==> config.mk <==
export PLATFORM = sky130hd
export DESIGN_NAME = tgt_buffer2w
export DESIGN_NICKNAME = d
export VERILOG_FILES = /design/src/rtl/tbuf_pkg.sv /design/src/rtl/tbuf_way_store.sv /design/src/rtl/tbuf_lru.sv /design/src/rtl/tgt_buffer2w.sv
export SDC_FILE = /design/constraint.sdc
export NUM_CORES = 2
export LEC_CHECK = 0
export ABC_AREA = 1
export CORE_ASPECT_RATIO = 1.2
export CORE_UTILIZATION = 30
export CTS_CLUSTER_DIAMETER = 200
export DETAILED_ROUTE_END_ITERATION = 10
export GPL_ROUTABILITY_DRIVEN = 0
export PLACE_DENSITY_LB_ADDON = 0.12
export REMOVE_ABC_BUFFERS = 1
export SLEW_MARGIN = 40
export SYNTH_ARGS = -nofsm -noshare
export SYNTH_HDL_FRONTEND = slang
export SYNTH_SLANG_ARGS = --single-unit
==> constraint.sdc <==
create_clock -name clk -period 5.5 [get_ports clk]
set_input_delay 1.1 -clock clk [delete_from_list [all_inputs] [get_ports clk]]
set_output_delay 1.1 -clock clk [all_outputs]
set_load 0.01 [all_outputs]
==> src/rtl/tbuf_pkg.sv <==
package tbuf_pkg;
  localparam int unsigned WAYS = 2;
  typedef logic way_t;

  // Refresh a matching way first, then fill an empty way, else evict the LRU way.
  function automatic way_t choose_way(input logic [WAYS-1:0] hit,
                                      input logic [WAYS-1:0] valid,
                                      input way_t lru);
    if (hit[1])        return 1'b1;
    else if (hit[0])   return 1'b0;
    else if (!valid[0]) return 1'b0;
    else if (!valid[1]) return 1'b1;
    else               return lru;
  endfunction
endpackage

==> src/rtl/tbuf_way_store.sv <==
module tbuf_way_store #(
  parameter int unsigned SET_LG = 4,
  parameter int unsigned TAG_W  = 26,
  parameter int unsigned PC_W   = 32
) (
  input  logic              clk,
  input  logic              rst,
  input  logic [SET_LG-1:0] rd_a_idx,
  output logic              rd_a_valid,
  output logic [TAG_W-1:0]  rd_a_tag,
  output logic [PC_W-1:0]   rd_a_target,
  input  logic [SET_LG-1:0] rd_b_idx,
  output logic              rd_b_valid,
  output logic [TAG_W-1:0]  rd_b_tag,
  input  logic              we,
  input  logic [SET_LG-1:0] wr_idx,
  input  logic [TAG_W-1:0]  wr_tag,
  input  logic [PC_W-1:0]   wr_target
);
  localparam int unsigned SETS = 1 << SET_LG;

  logic [SETS-1:0] valid_q;
  logic [TAG_W-1:0] tag_q [SETS];
  logic [PC_W-1:0]  tgt_q [SETS];

  always_ff @(posedge clk) begin
    if (rst) valid_q <= '0;
    else if (we) valid_q[wr_idx] <= 1'b1;
  end

  always_ff @(posedge clk) begin
    if (we) begin
      tag_q[wr_idx] <= wr_tag;
      tgt_q[wr_idx] <= wr_target;
    end
  end

  assign rd_a_valid  = valid_q[rd_a_idx];
  assign rd_a_tag    = tag_q[rd_a_idx];
  assign rd_a_target = tgt_q[rd_a_idx];
  assign rd_b_valid  = valid_q[rd_b_idx];
  assign rd_b_tag    = tag_q[rd_b_idx];

  // valid bits move only when the update path asserts a write
  p_quiet_valid_r5: assert property (@(posedge clk) disable iff (rst)
    !we |=> $stable(valid_q));
  // the cycle after reset every entry is empty
  p_reset_empty_r1: assert property (@(posedge clk)
    rst |=> (valid_q == '0));
endmodule

==> src/rtl/tbuf_lru.sv <==
module tbuf_lru #(
  parameter int unsigned SET_LG = 4
) (
  input  logic              clk,
  input  logic              rst,
  input  logic              touch,
  input  logic [SET_LG-1:0] touch_idx,
  input  tbuf_pkg::way_t    touch_way,
  input  logic [SET_LG-1:0] rd_idx,
  output tbuf_pkg::way_t    victim
);
  localparam int unsigned SETS = 1 << SET_LG;

  // one bit per set naming the least recently written way
  logic [SETS-1:0] lru_q;

  always_ff @(posedge clk) begin
    if (rst) lru_q <= '0;
    else if (touch) lru_q[touch_idx] <= ~touch_way;
  end

  assign victim = lru_q[rd_idx];

  // recency state frozen without a taken update
  p_quiet_lru_r5: assert property (@(posedge clk) disable iff (rst)
    !touch |=> $stable(lru_q));
  // the way just written is never the next victim of its set
  p_mru_not_victim_r8: assert property (@(posedge clk) disable iff (rst)
    touch |=> (lru_q[$past(touch_idx)] != $past(touch_way)));
endmodule

==> src/rtl/tgt_buffer2w.sv <==
module tgt_buffer2w #(
  parameter int unsigned PC_W   = 32,
  parameter int unsigned SET_LG = 4
) (
  input  logic            clk,
  input  logic            rst,
  input  logic [PC_W-1:0] lk_pc,
  output logic            lk_hit,
  output logic [PC_W-1:0] lk_target,
  input  logic            upd_en,
  input  logic [PC_W-1:0] upd_pc,
  input  logic [PC_W-1:0] upd_target,
  input  logic            upd_taken
);
  import tbuf_pkg::*;

  localparam int unsigned TAG_W = PC_W - SET_LG - 2;
  localparam int unsigned IDX_LO = 2;
  localparam int unsigned TAG_LO = SET_LG + 2;

  logic [SET_LG-1:0] lk_idx, up_idx;
  logic [TAG_W-1:0]  lk_tag, up_tag;

  assign lk_idx = lk_pc[TAG_LO-1:IDX_LO];
  assign lk_tag = lk_pc[PC_W-1:TAG_LO];
  assign up_idx = upd_pc[TAG_LO-1:IDX_LO];
  assign up_tag = upd_pc[PC_W-1:TAG_LO];

  logic [WAYS-1:0] lk_valid, lk_match, up_valid, up_match, way_we;
  logic [TAG_W-1:0] lk_tag_rd [WAYS];
  logic [TAG_W-1:0] up_tag_rd [WAYS];
  logic [PC_W-1:0]  lk_tgt_rd [WAYS];
  logic             write_go;
  way_t             lru_victim, fill_way;

  assign write_go = upd_en && upd_taken;
  assign fill_way = choose_way(up_match, up_valid, lru_victim);

  for (genvar w = 0; w < WAYS; w++) begin : g_way
    tbuf_way_store #(.SET_LG(SET_LG), .TAG_W(TAG_W), .PC_W(PC_W)) i_store (
      .clk        (clk),
      .rst        (rst),
      .rd_a_idx   (lk_idx),
      .rd_a_valid (lk_valid[w]),
      .rd_a_tag   (lk_tag_rd[w]),
      .rd_a_target(lk_tgt_rd[w]),
      .rd_b_idx   (up_idx),
      .rd_b_valid (up_valid[w]),
      .rd_b_tag   (up_tag_rd[w]),
      .we         (way_we[w]),
      .wr_idx     (up_idx),
      .wr_tag     (up_tag),
      .wr_target  (upd_target)
    );
    assign lk_match[w] = lk_valid[w] && (lk_tag_rd[w] == lk_tag);
    assign up_match[w] = up_valid[w] && (up_tag_rd[w] == up_tag);
    assign way_we[w]   = write_go && (fill_way == way_t'(w));
  end

  tbuf_lru #(.SET_LG(SET_LG)) i_lru (
    .clk      (clk),
    .rst      (rst),
    .touch    (write_go),
    .touch_idx(up_idx),
    .touch_way(fill_way),
    .rd_idx   (up_idx),
    .victim   (lru_victim)
  );

  always_comb begin
    lk_hit    = |lk_match;
    lk_target = lk_pc + PC_W'(4);
    if (lk_match[1])      lk_target = lk_tgt_rd[1];
    else if (lk_match[0]) lk_target = lk_tgt_rd[0];
  end

  // a branch is never held in both ways of a set
  p_single_copy_r6: assert property (@(posedge clk) disable iff (rst)
    $countones(lk_match) <= 1);
  // a taken update is seen by a lookup of the same word one cycle later
  p_visible_next_r4: assert property (@(posedge clk) disable iff (rst)
    write_go |=> ((lk_pc[PC_W-1:2] != $past(upd_pc[PC_W-1:2])) ||
                  (lk_hit && lk_target == $past(upd_target))));
  // a miss always yields the next sequential word
  p_miss_seq_r3: assert property (@(posedge clk) disable iff (rst)
    !lk_hit |-> (lk_target == lk_pc + PC_W'(4)));
endmodule

==> metrics.md <==
| Metric | Value |
|---|---|
| Status | `finished, violations left` |
| Failing checks | `design-rule violations` |
| Core Area | `286,000 um2` |
| TNS Setup | `0 ns` |
| Final Core Density | `0.375` |
| WP depth | `25` |
| Initial DRC count | `6,188` |
| Initial antenna violation count | `15` |
| Async SR Flop Fraction | `0` |
| R2R cell count | `20` |
| Buffers on Ports | `130` |
| Leading area contributor after synthesis | `edfxtp_1` |
| Sequential fraction of the synthesis area | `0.656` |
| DPL Wire Length | `229,000 um` |
| Remaining DRCs | `6` |
| Max Cap Viol | `0` |
| Final hold vios | `0` |
| Die X | `492 um` |
| Synth unique cells | `41` |
| Pwr/cell area | `308 nW/um2` |
| Core Rows | `215` |
| Req. time, crit path | `4.40 ns` |
| Hold-fix buffers, CTS | `0` |
| Cells after synthesis | `8,456` |
| Finished Cell Area | `107,000 um2` |
| Vias | `68,300` |
| GRT overflow | `0` |
| Nets@finish | `9,231` |
| Worst slew margin | `0.463` |
| Crit Path Class | `in2out` |
| Reg clk slew, reported paths | `0.06 ns` |
| End of the critical path | `lk_target[9]` |
| Crit path DAT | `4.30 ns` |
| CTS Buf Count | `215` |
| Min-delay worst type | `reg2reg` |
| WP buf/inv | `10` |
| Final ANT Viol Nets | `0` |
| First-pass GRT wire length | `498,000 um` |
| Vias per cell | `5.22` |
| Pin count of the biggest net entering global routing | `151` |
| Placement Cell Area | `98,900 um2` |
| Total power | `33.1 mW` |
| Post-synth top cells | `2,028 x nand2_1, 1,856 x edfxtp_1, 1,095 x o21ai_0` |
| Synthesis-to-finish area growth | `24.2%` |
| Pre-antenna DRT Iters | `10` |
| Ys Warns | `0` |
| Worst path top cell family by delay | `buffers and inverters` |
| Mapped Avg Cell Area | `10.2 um2` |
| Die H | `590 um` |
| Setup slack, reg-to-reg | `1.73 ns` |
| Post-synth top area share | `0.645` |
| Share of cells above drive strength 1 | `0.154` |
| Final Setup Violations | `0` |
| Largest stage delay, worst path | `0.28 ns` |
| Vias in the first global route | `65,500` |
| Clk Latency, worst-skew pair | `0.92 ns` |
| Post-synth EDFFs | `1,856` |
| Final worst slack | `0.104 ns` |
| Peak supply drop | `0.260 mV` |
| H-tree depth | `4` |
| Final period util | `0.981` |
| Place WS | `-0.876 ns` |
| Leakage power | `39.5 nW` |
| CP Max Fanout | `13` |
| Top cell by count, worst path | `nand2_1` |
| Mapped cell area | `86,400 um2` |
| Gr usage total | `0.240` |
| DR WL/cell | `27.6 um` |
| Worst r2r src | `g_way[0].i_store.tag_q[15][3]` |
| Initial core utilization | `0.302` |
| CTS tree | `built` |
| Clock Path Buffers | `4` |
| Peak Freq | `185 MHz` |
| RSZ-0062 raised after global routing | `false` |
| Fin Clk Skew | `0.0780 ns` |
| Sink Count | `1,904` |
| Most common cell in the netlist | `nand2_1` |
| Synth area leaders | `edfxtp_1 65%, nand2_1 8.8%, o21ai_0 6.3%, nor2_1 4.3%, nand3_1 2.1%` |
| Die ar. | `290,000 um2` |
| Root buffer cell | `clkbuf_16` |
| Critical R2R Capture | `g_way[1].i_store.tag_q[10][5]` |
| Ys flop type | `edfxtp_1` |
| IO Pins | `133` |
| Pins Over Slew Limit | `0` |
| Worst slew pin tran | `0.803 ns` |
| Post-layout min period | `5.40 ns` |
| Overall routed net length | `362,000 um` |
| Crit end category | `output port` |
| Yosys reg bits | `1,904` |
| CP Launch Type | `input port` |
| Origin of the worst setup path | `lk_pc[2]` |
| Crit path max-delay cell type | `dlygate4sd2_1` |
metrics by stage:
stage          hold slack (ns)  std cells
2_1_floorplan            0.444       7909
3_3_place_gp             0.465      12600
3_5_place_dp             0.466      12600
4_1_cts                  0.477      13000
5_1_grt                  0.489      13100
6_report                 0.479      13100
power breakdown:
group / leakage, nW / switching [mW] / total (mW) / internal [mW]
clock: 3.18 / 6.08 / 13.8 / 7.71
sequential: 17.1 / 0.0136 / 16.0 / 16.0
combinational: 19.2 / 2.24 / 3.32 / 1.08
total: 39.5 / 8.34 / 33.1 / 24.8
cells by family after synthesis:
| kind of cell | synth area share |
|---|---|
| AO/OA/AOI/OAI | 0.128 |
| XOR/XNOR | 0.00294 |
| adder cells (fa/ha/maj) | 0.000145 |
| buffers and inverters | 0.0518 |
| flip-flops | 0.656 |
| AND/OR/NAND/NOR | 0.161 |
registers in the layout, indices dropped and copies added, names as in the netlist:
| signal | count |
|---|---|
| g_way.i_store.tgt_q | 1024 |
| g_way.i_store.valid_q | 32 |
| i_lru.lru_q | 16 |
| g_way.i_store.tag_q | 832 |
cell usage in the layout (no fill, tap or decap), drive strengths merged, types with 60 or more instances in the layout:
master	count
nand2	2040
edfxtp	1856
o21ai	1209
nor2	1007
buf	893
inv	482
nand3	373
clkbuf	278
a21oi	259
o22ai	208
o211ai	149
clkinv	113
o221ai	64
clkdlybuf4s50	60
tightest hold or removal path, stage by stage (launching register included):
cell and delay [ns]:
dfxtp_1 0.31, inv_1 0.06, a21oi_1 0.06
what timing repair did:
item | 4_1_cts | 5_1_grt
cloned | 8 | 19
pin swaps | 22 | 20
setup buffers | 15 | 33
gates resized for setup | 181 | 104
endpoints found under the setup margin | 33 | 33
layout make-up:
type | count | area, um2
repair buffers | 1003 | 11400
clock inverters | 120 | 915
inverters | 490 | 2060
diodes | 2 | 5.00
fillers | 28200 | 179000
flip-flops and latches | 1904 | 56700
repair inverters | 1 | 11.3
well taps | 3797 | 4750
multi-input cells | 5515 | 25900
clock buffers | 260 | 5590
worst min-delay path by stage:
| stage | cells past startpoint | startpoint | to | slack, ns |
|---|---|---|---|---|
| floorplan | 2 | g_way[0].i_store.valid_q[9] | g_way[0].i_store.valid_q[9] | 0.44 |
| CTS | 2 | g_way[1].i_store.valid_q[1] | g_way[1].i_store.valid_q[1] | 0.48 |
| detailed placement | 2 | g_way[1].i_store.valid_q[15] | g_way[1].i_store.valid_q[15] | 0.47 |
| finish | 2 | g_way[1].i_store.valid_q[1] | g_way[1].i_store.valid_q[1] | 0.48 |
| global route | 2 | g_way[1].i_store.valid_q[1] | g_way[1].i_store.valid_q[1] | 0.49 |
| global placement | 2 | g_way[0].i_store.valid_q[7] | g_way[0].i_store.valid_q[7] | 0.47 |
routing by layer:
layer  global-route usage  routed length, um
met1                0.311             152000
met2                0.403             173000
met3               0.0270              19400
met4                0.102              17300
met5                    0                 59
No activity file was read; power rests on OpenSTA's default activity.
